### src/rtl/apbseq_pkg.sv
package apbseq_pkg;

    // Protection attribute width fixed by the bus protocol
    localparam int PROT_W = 3;

    // Transfer phases
    typedef enum logic [1:0] {
        PH_IDLE   = 2'd0,
        PH_SETUP  = 2'd1,
        PH_ACCESS = 2'd2
    } phase_e;

endpackage

### src/rtl/apbseq_cmd_slot.sv
// One-entry command holding register with a pass-through path.
module apbseq_cmd_slot #(
    parameter int ADDR_W = 16,
    parameter int DATA_W = 32
) (
    input  logic                          clk,
    input  logic                          rst_n,
    input  logic                          in_valid,
    output logic                          in_ready,
    input  logic                          in_write,
    input  logic [ADDR_W-1:0]             in_addr,
    input  logic [DATA_W-1:0]             in_wdata,
    input  logic [DATA_W/8-1:0]           in_strb,
    input  logic [apbseq_pkg::PROT_W-1:0] in_prot,
    input  logic                          take_i,
    output logic                          head_valid_o,
    output logic                          head_write_o,
    output logic [ADDR_W-1:0]             head_addr_o,
    output logic [DATA_W-1:0]             head_wdata_o,
    output logic [DATA_W/8-1:0]           head_strb_o,
    output logic [apbseq_pkg::PROT_W-1:0] head_prot_o
);
    localparam int STRB_W = DATA_W / 8;

    typedef struct packed {
        logic                          write;
        logic [ADDR_W-1:0]             addr;
        logic [DATA_W-1:0]             wdata;
        logic [STRB_W-1:0]             strb;
        logic [apbseq_pkg::PROT_W-1:0] prot;
    } cmd_t;

    typedef struct packed {
        logic full;
        cmd_t cmd;
    } slot_t;

    slot_t slot_d, slot_q;
    cmd_t  in_cmd, head;

    always_comb begin
        in_cmd = '{write: in_write, addr: in_addr, wdata: in_wdata,
                   strb: in_strb, prot: in_prot};
        head   = slot_q.full ? slot_q.cmd : in_cmd;
        slot_d = slot_q;
        if (take_i && slot_q.full) begin
            // parked command moves onto the bus
            slot_d.full = 1'b0;
        end else if (!take_i && in_valid && !slot_q.full) begin
            // park the new command until the bus frees up
            slot_d.full = 1'b1;
            slot_d.cmd  = in_cmd;
        end
    end

    always_ff @(posedge clk) begin
        if (!rst_n) begin
            slot_q <= '0;
        end else begin
            slot_q <= slot_d;
        end
    end

    assign in_ready     = !slot_q.full;
    assign head_valid_o = slot_q.full || in_valid;
    assign head_write_o = head.write;
    assign head_addr_o  = head.addr;
    assign head_wdata_o = head.wdata;
    assign head_strb_o  = head.strb;
    assign head_prot_o  = head.prot;

    // a parked command is not altered while it waits
    assert_parked_cmd_held_R9: assert property (@(posedge clk) disable iff (!rst_n)
        slot_q.full && !take_i |=> slot_q.full && $stable(slot_q.cmd));

endmodule

### src/rtl/apbseq_phase_fsm.sv
// Idle / setup / access sequencer driving the bus-side registers.
module apbseq_phase_fsm #(
    parameter int ADDR_W = 16,
    parameter int DATA_W = 32
) (
    input  logic                          clk,
    input  logic                          rst_n,
    input  logic                          head_valid_i,
    input  logic                          head_write_i,
    input  logic [ADDR_W-1:0]             head_addr_i,
    input  logic [DATA_W-1:0]             head_wdata_i,
    input  logic [DATA_W/8-1:0]           head_strb_i,
    input  logic [apbseq_pkg::PROT_W-1:0] head_prot_i,
    output logic                          take_o,
    output logic                          done_o,
    input  logic                          pready,
    output logic                          psel,
    output logic                          penable,
    output logic [ADDR_W-1:0]             paddr,
    output logic                          pwrite,
    output logic [DATA_W-1:0]             pwdata,
    output logic [DATA_W/8-1:0]           pstrb,
    output logic [apbseq_pkg::PROT_W-1:0] pprot
);
    import apbseq_pkg::*;

    localparam int STRB_W = DATA_W / 8;

    typedef struct packed {
        phase_e                ph;
        logic                  write;
        logic [ADDR_W-1:0]     addr;
        logic [DATA_W-1:0]     wdata;
        logic [STRB_W-1:0]     strb;
        logic [PROT_W-1:0]     prot;
    } bus_t;

    bus_t bus_d, bus_q;
    logic finish;
    logic take;

    always_comb begin
        finish = (bus_q.ph == PH_ACCESS) && pready;
        take   = (bus_q.ph == PH_IDLE) || finish;
        bus_d  = bus_q;
        unique case (bus_q.ph)
            PH_SETUP:  bus_d.ph = PH_ACCESS;
            PH_ACCESS: if (pready) bus_d.ph = PH_IDLE;
            default:   bus_d.ph = PH_IDLE;
        endcase
        if (take && head_valid_i) begin
            bus_d.ph    = PH_SETUP;
            bus_d.write = head_write_i;
            bus_d.addr  = head_addr_i;
            bus_d.wdata = head_wdata_i;
            bus_d.strb  = head_write_i ? head_strb_i : '0;
            bus_d.prot  = head_prot_i;
        end
    end

    always_ff @(posedge clk) begin
        if (!rst_n) begin
            bus_q <= '{ph: PH_IDLE, default: '0};
        end else begin
            bus_q <= bus_d;
        end
    end

    assign take_o  = take;
    assign done_o  = finish;
    assign psel    = (bus_q.ph != PH_IDLE);
    assign penable = (bus_q.ph == PH_ACCESS);
    assign paddr   = bus_q.addr;
    assign pwrite  = bus_q.write;
    assign pwdata  = bus_q.wdata;
    assign pstrb   = bus_q.strb;
    assign pprot   = bus_q.prot;

    // setup is one cycle and always leads to access
    assert_setup_single_R2: assert property (@(posedge clk) disable iff (!rst_n)
        psel && !penable |=> psel && penable);

    // wait states keep every bus field steady
    assert_access_hold_R3: assert property (@(posedge clk) disable iff (!rst_n)
        psel && penable && !pready |=> psel && penable && $stable(paddr)
            && $stable(pwrite) && $stable(pwdata) && $stable(pstrb) && $stable(pprot));

    // no byte lanes are flagged during a read
    assert_read_strobe_zero_R6: assert property (@(posedge clk) disable iff (!rst_n)
        psel && !pwrite |-> pstrb == '0);

    // with nothing waiting, completion returns the bus to idle
    assert_idle_after_done_R8: assert property (@(posedge clk) disable iff (!rst_n)
        psel && penable && pready && !head_valid_i |=> !psel && !penable);

    // enable is never raised without select
    assert_enable_has_select_R8: assert property (@(posedge clk) disable iff (!rst_n)
        penable |-> psel);

endmodule

### src/rtl/apbseq_resp_capture.sv
// Completion-edge capture of read data and error status.
module apbseq_resp_capture #(
    parameter int DATA_W = 32
) (
    input  logic              clk,
    input  logic              rst_n,
    input  logic              done_i,
    input  logic              is_write_i,
    input  logic [DATA_W-1:0] prdata,
    input  logic              pslverr,
    output logic              resp_valid,
    output logic              resp_err,
    output logic [DATA_W-1:0] resp_rdata
);
    typedef struct packed {
        logic              valid;
        logic              err;
        logic [DATA_W-1:0] rdata;
    } resp_t;

    resp_t resp_d, resp_q;

    always_comb begin
        resp_d       = resp_q;
        resp_d.valid = done_i;
        if (done_i) begin
            resp_d.err   = pslverr;
            resp_d.rdata = is_write_i ? '0 : prdata;
        end
    end

    always_ff @(posedge clk) begin
        if (!rst_n) begin
            resp_q <= '0;
        end else begin
            resp_q <= resp_d;
        end
    end

    assign resp_valid = resp_q.valid;
    assign resp_err   = resp_q.err;
    assign resp_rdata = resp_q.rdata;

    // a response is a single-cycle pulse
    assert_resp_pulse_R4: assert property (@(posedge clk) disable iff (!rst_n)
        resp_valid |=> !resp_valid);

    // error flag follows the completion-edge sample
    assert_err_sampled_R4: assert property (@(posedge clk) disable iff (!rst_n)
        done_i |=> resp_valid && (resp_err == $past(pslverr)));

    // writes never return data
    assert_write_rdata_zero_R5: assert property (@(posedge clk) disable iff (!rst_n)
        done_i && is_write_i |=> resp_rdata == '0);

endmodule

### src/rtl/apb_txn_sequencer.sv
// APB4 requester: command in, two-phase transfer out, response back.
module apb_txn_sequencer #(
    parameter int ADDR_W = 16,
    parameter int DATA_W = 32
) (
    input  logic                          clk,
    input  logic                          rst_n,
    input  logic                          cmd_valid,
    output logic                          cmd_ready,
    input  logic                          cmd_write,
    input  logic [ADDR_W-1:0]             cmd_addr,
    input  logic [DATA_W-1:0]             cmd_wdata,
    input  logic [DATA_W/8-1:0]           cmd_strb,
    input  logic [apbseq_pkg::PROT_W-1:0] cmd_prot,
    output logic                          resp_valid,
    output logic                          resp_err,
    output logic [DATA_W-1:0]             resp_rdata,
    output logic                          psel,
    output logic                          penable,
    output logic [ADDR_W-1:0]             paddr,
    output logic                          pwrite,
    output logic [DATA_W-1:0]             pwdata,
    output logic [DATA_W/8-1:0]           pstrb,
    output logic [apbseq_pkg::PROT_W-1:0] pprot,
    input  logic                          pready,
    input  logic [DATA_W-1:0]             prdata,
    input  logic                          pslverr
);
    localparam int STRB_W = DATA_W / 8;

    logic                          head_valid;
    logic                          head_write;
    logic [ADDR_W-1:0]             head_addr;
    logic [DATA_W-1:0]             head_wdata;
    logic [STRB_W-1:0]             head_strb;
    logic [apbseq_pkg::PROT_W-1:0] head_prot;
    logic                          take;
    logic                          done;

    apbseq_cmd_slot #(.ADDR_W(ADDR_W), .DATA_W(DATA_W)) u_slot (
        .clk          (clk),
        .rst_n        (rst_n),
        .in_valid     (cmd_valid),
        .in_ready     (cmd_ready),
        .in_write     (cmd_write),
        .in_addr      (cmd_addr),
        .in_wdata     (cmd_wdata),
        .in_strb      (cmd_strb),
        .in_prot      (cmd_prot),
        .take_i       (take),
        .head_valid_o (head_valid),
        .head_write_o (head_write),
        .head_addr_o  (head_addr),
        .head_wdata_o (head_wdata),
        .head_strb_o  (head_strb),
        .head_prot_o  (head_prot)
    );

    apbseq_phase_fsm #(.ADDR_W(ADDR_W), .DATA_W(DATA_W)) u_fsm (
        .clk          (clk),
        .rst_n        (rst_n),
        .head_valid_i (head_valid),
        .head_write_i (head_write),
        .head_addr_i  (head_addr),
        .head_wdata_i (head_wdata),
        .head_strb_i  (head_strb),
        .head_prot_i  (head_prot),
        .take_o       (take),
        .done_o       (done),
        .pready       (pready),
        .psel         (psel),
        .penable      (penable),
        .paddr        (paddr),
        .pwrite       (pwrite),
        .pwdata       (pwdata),
        .pstrb        (pstrb),
        .pprot        (pprot)
    );

    apbseq_resp_capture #(.DATA_W(DATA_W)) u_resp (
        .clk        (clk),
        .rst_n      (rst_n),
        .done_i     (done),
        .is_write_i (pwrite),
        .prdata     (prdata),
        .pslverr    (pslverr),
        .resp_valid (resp_valid),
        .resp_err   (resp_err),
        .resp_rdata (resp_rdata)
    );

    // the port refuses commands only while one is parked
    assert_ready_vs_select_R9: assert property (@(posedge clk) disable iff (!rst_n)
        !psel |-> cmd_ready);

endmodule

### config.mk
export PLATFORM = sky130hd
export DESIGN_NAME = apb_txn_sequencer
export DESIGN_NICKNAME = d
export VERILOG_FILES = /design/src/rtl/apbseq_pkg.sv /design/src/rtl/apbseq_cmd_slot.sv /design/src/rtl/apbseq_phase_fsm.sv /design/src/rtl/apbseq_resp_capture.sv /design/src/rtl/apb_txn_sequencer.sv
export SDC_FILE = /design/constraint.sdc
export NUM_CORES = 1
export LEC_CHECK = 0
export ABC_CLOCK_PERIOD_IN_PS = 2350
export BUFFER_PORTS_ARGS = -buffer_cell sky130_fd_sc_hd__buf_2
export CORE_UTILIZATION = 56
export DETAILED_ROUTE_END_ITERATION = 10
export GPL_TIMING_DRIVEN = 0
export PLACE_DENSITY = 0.85
export SLEW_MARGIN = 10
export SYNTH_ARGS = -nofsm -noshare
export SYNTH_HDL_FRONTEND = slang
export SYNTH_SLANG_ARGS = --single-unit
### constraint.sdc
create_clock -name clk -period 2.35 [get_ports clk]
set_clock_uncertainty 0.2 [all_clocks]
set_input_delay 0.3525 -clock clk [delete_from_list [all_inputs] [get_ports clk]]
set_output_delay 0.3525 -clock clk [all_outputs]
set_load 0.02 [all_outputs]
==> out/metrics.yaml, run 1 <==
power_leakage_uw: 0.004328
synth_nets: 791
layout-drive-gt1-share: 0.3539
worstHoldStart: "cmd_wdata[1]"
dp_cells: 1025
cts_tree: "built"
postCtsSetupBuffers: 0
period_share: 0.8510
netlist_area_sq_um: 6654
final_area_sq_um: 9115
ys_ff_latch: 149
slew_viol_final: 0
dpl_cell_area_sq_um: 7754
clkTransAtPathRegs_ns: 0.06
synth_cells: 698
ant_nets: 0
cts_buffers: 17
arrival_ns: 1.45
fmaxAchievable_ghz: 0.5001
grt.total_usage: 0.2874
grt_first_pass_wirelength_um: 27620
wl_um: 17180
worst_slew_pin_slew_ns: 0.6162
clock_latency_ns: 0.42
dpl_worst_slack_ns: 0.3881
ctsResizeCount: 0
cts-root-buf: "clkbuf_16"
layout_setup_ws_ns: 0.3502
dp_hpwl_um: 10710
port_buffers: 184
finalSetupViolations: 0
cts_max_path_buffers: 2
wire_per_inst_um: 15.18
yosysSeqAreaShare: 0.4483
area_growth_pct: 36.99
diodes: 0
ios: 186
violations: "design-rule violations"
die-area_sq_um: 12320
cts-htree-levels: 4
yosysWarnings: 0
hold_class: "primary input to flip-flop"
status: "finished with violations"
num_vias: 5789
reg2reg_from: "u_slot.slot_q[56]$_SDFFE_PP0P_"
synth_area_per_cell_sq_um: 9.533
initial_core_util: 0.5778
grt_overflow_total: 0
crit_type: "flip-flop to primary output"
nets: 1069
cp.required_ns: 1.80
antenna_found_initial: 0
numClockSinks: 149
final-hold-violation-count: 0
vias_per_cell: 5.114
gp_routability_congestion: 0.7658
cap_viol_max_count: 0
critPathLaunchType: "flip-flop"
stdcell_count: 1132
fin_setup_tns_ns: 0
cp_max_fo: 10
startpoint: "u_fsm.bus_q[56]$_SDFFE_PN0P_"
p_per_area_nw_per_um2: 723.6
drtIter0Drc: 389
endpoint_kind: "primary output"
rsz0062_at_grt: "false"
yosysUniqueCellTypes: 24
grt_max_degree: 17
dr.pass1.iters: 8
die_x_um: 111.0
fp.dieH_um: 111.0
grt_pass1_vias: 5729
coreArea_sq_um: 11520
ir_drop_mv: 0.3918
min_period_ns: 2.000
fp-row-count: 39
drcViolationCount: 20
slew_headroom: 0.5892
hold_buffers: 75
==> synthesized netlist by cell type <==
library cell	n	area, sq um
nand2_1	220	825.8
a21oi_1	2	10.01
o21ai_0	4	20.02
clkbuf_1	27	101.4
buf_4	60	450.4
nand3b_1	1	7.510
buf_1	2	7.510
or3_1	1	6.260
dfxtp_1	149	2983
mux2_2	56	630.6
nor2b_2	1	8.760
or4_1	1	7.510
or2_2	1	6.260
nor2_1	3	11.26
mux2i_1	109	1091
buf_6	5	56.30
buf_2	11	55.05
inv_1	3	11.26
o211a_1	2	20.02
nor2b_1	1	6.260
o311ai_0	4	35.03
a22o_1	32	280.3
nor3_2	1	10.01
nand2b_1	2	12.51
==> cell type report <==
cell class / instances / area, sq um
inverter: 3 / 11.26
timing repair buffer: 259 / 1672
clock buffer: 20 / 456.7
multi-input combinational: 441 / 2989
clock inverter: 12 / 153.9
buffer: 105 / 670.6
tap: 143 / 178.9
sequential: 149 / 2983
fill: 727 / 2401
==> metrics by stage <==
stage,hold slack [ns],util,total power (uW)
after CTS,0.0009246,0.7915,6603
after global placement,0.2399,0.6733,3724
after floorplan,0.2313,-,3454
final,0.009759,0.7915,6596
after global routing,0.004287,0.7915,6831
after detailed placement,0.2452,0.6733,3741
==> layout by cell type, fill, tap and decap left out, drive strengths merged, types with 4 or more instances in the layout <==
master,instances
buf,262
nand2,220
dfxtp,149
mux2i,109
dlygate4sd3,75
mux2,56
clkbuf,47
a22o,32
clkinvlp,6
o311ai,4
o21ai,4
==> sequential cells by signal, indices dropped and copies added (netlist names) <==
signal	flops
u_resp.resp_rdata	32
u_fsm.pwrite	1
u_resp.resp_valid	1
u_fsm.pprot	3
u_fsm.paddr	16
u_slot.slot_q	57
u_fsm.pstrb	4
u_fsm.pwdata	32
u_resp.resp_err	1
u_fsm.bus_q	2
==> report_power, final <==
| part | switching, uW | internal, uW | total [uW] |
|---|---|---|---|
| registers | 74.3 | 2670 | 2740 |
| logic | 535 | 534 | 1070 |
| clock network | 1060 | 1720 | 2780 |
| total | 1670 | 4920 | 6600 |
==> routing by layer <==
metal | vias up | track usage | share of wire
li1 | 2835 | - | -
met1 | 2733 | 0.3415 | 0.43
met2 | 176 | 0.4906 | 0.49
met3 | 45 | 0.05741 | 0.039
met4 | 0 | 0.1507 | 0.036
met5 | - | 0 | 0
==> worst max-delay path, cell delays in order, from the launching register on <==
cell	delay, ns
dfxtp_1	0.32
clkbuf_1	0.19
or2_2	0.34
buf_2	0.17
==> worst paths after layout <==
check,to,slack [ns],cells after the start
setup / recovery,psel,0.35,3
hold / removal,u_slot.slot_q[8]$_SDFFE_PN0P_,0.01,3
setup reg to reg,u_fsm.pwdata[21]$_SDFFE_PN0P_,0.48,5
hold reg to reg,u_slot.slot_q[54]$_SDFFE_PN0P_,0.25,2
==> kinds of logic after synthesis <==
group	Yosys count	synth area share
simple gates	232	0.1356
flops	149	0.4483
compound gates	44	0.05491
mux	165	0.2587
buf+inv	108	0.1025
(Power assumes the default switching activity.)
==> inputs of run 2 (changes only) <==
--- a/config.mk
+++ b/config.mk
@@ -5,12 +5,12 @@
 export SDC_FILE = /design/constraint.sdc
 export NUM_CORES = 1
 export LEC_CHECK = 0
-export ABC_CLOCK_PERIOD_IN_PS = 2350
+export ABC_CLOCK_PERIOD_IN_PS = 2200
 export BUFFER_PORTS_ARGS = -buffer_cell sky130_fd_sc_hd__buf_2
-export CORE_UTILIZATION = 56
+export CORE_UTILIZATION = 52
 export DETAILED_ROUTE_END_ITERATION = 10
 export GPL_TIMING_DRIVEN = 0
-export PLACE_DENSITY = 0.85
+export PLACE_DENSITY = 0.8
 export SLEW_MARGIN = 10
 export SYNTH_ARGS = -nofsm -noshare
 export SYNTH_HDL_FRONTEND = slang
==> constraint.sdc (replaced) <==
create_clock -name clk -period 2.2 [get_ports clk]
set_clock_uncertainty 0.2 [all_clocks]
set_input_delay 0.33 -clock clk [delete_from_list [all_inputs] [get_ports clk]]
set_output_delay 0.33 -clock clk [all_outputs]
set_load 0.02 [all_outputs]
==> run 2 against run 1 <==
Effect of this change: the run now ends clean; via count grew 0.52%; utilization shrank 3.8 points; hold slack improved by 0.020 ns; sequential share of layout area shrank 0.44 points; power increased by 3.9%; critical path type unchanged; critical endpoint unchanged.
==> out/metrics.yaml, run 2 (synthesized netlist as in run 1, its figures left out) <==
nFillCells: 901  # was 727
area_growth_pct: 38.85  # was 36.99%
grt_first_pass_wirelength_um: 27810  # was 27620 um
port_buffers: 184  # unchanged
vias_per_cell: 4.978  # was 5.114
cp_max_fo: 10  # unchanged
crit_chain: "clkbuf_1 > or2_2 > buf_2"  # unchanged
cts_buffers: 17  # unchanged
antenna_found_initial: 1  # was 0
final-hold-violation-count: 0  # unchanged
fin_setup_tns_ns: 0  # unchanged
min_period_ns: 1.976
clkTransAtPathRegs_ns: 0.06  # about the same
final_cell_mix: "nand2_1, buf_2, dfxtp_1"  # unchanged
worst_slew_pin_slew_ns: 0.5799  # was 0.6162 ns
grt_pass1_vias: 5721  # was 5729
cp_slowest_stage_delay_ns: 0.34  # about the same
cp_num_cells: 3  # unchanged
wire_per_inst_um: 15.11  # was 15.18 um
crit_path_top_delay_cell: "or2_2"  # unchanged
largest_reg_flops: 57  # unchanged
r2r.worst_path.cells: 5  # unchanged
crit_type: "flip-flop to primary output"  # unchanged
grt_overflow_total: 0  # unchanged
numClockSinks: 149  # unchanged
initial_core_util: 0.5427  # was 0.5778
die-area_sq_um: 13250  # was 12320 sq um
dr.pass1.iters: 4  # was 8
fp.dieH_um: 115.1  # was 111.0 um
hold_depth: 3  # unchanged
final_common_cell: "nand2_1"  # unchanged
power_leakage_uw: 0.004387  # was 0.004328 uW
layout-drive-gt1-share: 0.3460  # was 0.3539
dp_hpwl_um: 10810  # was 10710 um
gp_routability_congestion: 0.7456  # was 0.7658
endpoint_kind: "primary output"  # unchanged
finalSetupViolations: 0  # unchanged
cap_viol_max_count: 0  # unchanged
ios: 186  # unchanged
arrival_ns: 1.45  # about the same
drtIter0Drc: 276  # was 389
die_x_um: 115.1  # was 111.0 um
crit_family: "buffers and inverters"  # unchanged
cts_tree: "built"  # unchanged
critPathLaunchType: "flip-flop"  # unchanged
status: "finished clean"  # was finished with violations
ant_nets: 0  # unchanged
slew_viol_final: 0  # unchanged
p_per_area_nw_per_um2: 742.0  # was 723.6 nW/um^2
cp.required_ns: 1.67  # was 1.80 ns
cts_max_path_buffers: 2  # unchanged
num_vias: 5819  # was 5789
coreArea_sq_um: 12260  # was 11520 sq um
grt.total_usage: 0.2737  # was 0.2874
clock_latency_ns: 0.42  # about the same
fp-row-count: 40  # was 39
layout_setup_ws_ns: 0.2239  # was 0.3502 ns
rsz0062_at_grt: "false"  # unchanged
nets: 1083  # was 1069
cp_num_buf_inv: 2  # unchanged
drcViolationCount: 0  # was 20
grt_max_degree: 17  # unchanged
cts-htree-levels: 4  # unchanged
cts-root-buf: "clkbuf_16"  # unchanged
dpl_worst_slack_ns: 0.3182  # was 0.3881 ns
wl_um: 17660  # was 17180 um
top_register: "u_slot.slot_q"  # unchanged
fmaxAchievable_ghz: 0.5060
hold_class: "primary input to flip-flop"  # unchanged
period_share: 0.8983
ir_drop_mv: 0.5331  # was 0.3918 mV
slew_headroom: 0.6134  # was 0.5892
[run 2: cell type report]
class / instances / area [sq um] / share of cell area
Antenna cell: 1 / 2.502 / 0.0002709
Sequential cell: 149 / 2983 / 0.3229
Buffer: 105 / 670.6 / 0.07259
Timing Repair Buffer: 273 / 1812 / 0.1961
Inverter: 3 / 11.26 / 0.001219
Multi-Input combinational cell: 441 / 2989 / 0.3235
Clock inverter: 4 / 45.04 / 0.004875
Clock buffer: 25 / 515.5 / 0.05580
Tap cell: 168 / 210.2 / 0.02275
[run 2: repair_timing]
| item | CTS | global route |
|---|---|---|
| resized for setup | 0 | 0 |
| hold buffers | 89 | 0 |
| setup buffers | 0 | 0 |
| endpoints found under the hold margin | 89 | 0 |
[run 2: through the flow]
step                std cells  utilization  hold WS [ns]  power [uW]  area (sq um)
floorplan                 698            -        0.2313        3689          6654
CTS                      1168       0.7533       0.01641        6870          9236
global route             1169       0.7535       0.03699        7117          9239
global placement         1050       0.6349        0.2393        3981          7785
finish                   1169       0.7535       0.02977        6855          9239
detailed placement       1050       0.6349        0.2450        3999          7785
[run 2: worst paths after layout]
kind / from / end / slack [ns]
max: u_fsm.bus_q[56]$_SDFFE_PN0P_ / psel / 0.22
min: cmd_addr[6] / u_slot.slot_q[45]$_SDFFE_PN0P_ / 0.03
max reg2reg: u_slot.slot_q[56]$_SDFFE_PP0P_ / u_fsm.pwdata[4]$_SDFFE_PN0P_ / 0.30
min reg2reg: u_slot.slot_q[17]$_SDFFE_PN0P_ / u_slot.slot_q[17]$_SDFFE_PN0P_ / 0.25
[run 2: where the power goes]
| group | switching, uW | internal [uW] |
|---|---|---|
| logic | 575 | 586 |
| clock network | 1050 | 1710 |
| registers | 78.2 | 2850 |
[run 2: per-layer routing]
layer  GRT usage  vias to the layer above  wire length, um
met5           0                        -                0
met4      0.1532                        0              667
met3     0.05693                       54              643
met2      0.4707                      170             8994
met1      0.3182                     2721             7358
li1            -                     2874                -
[run 2: worst min-delay path, delay by kind of cell]
| kind | cells | cell delay [ns] |
|---|---|---|
| AND/OR/NAND/NOR | 1 | 0.06 |
| multiplexers | 1 | 0.08 |
| buffers and inverters | 1 | 0.12 |
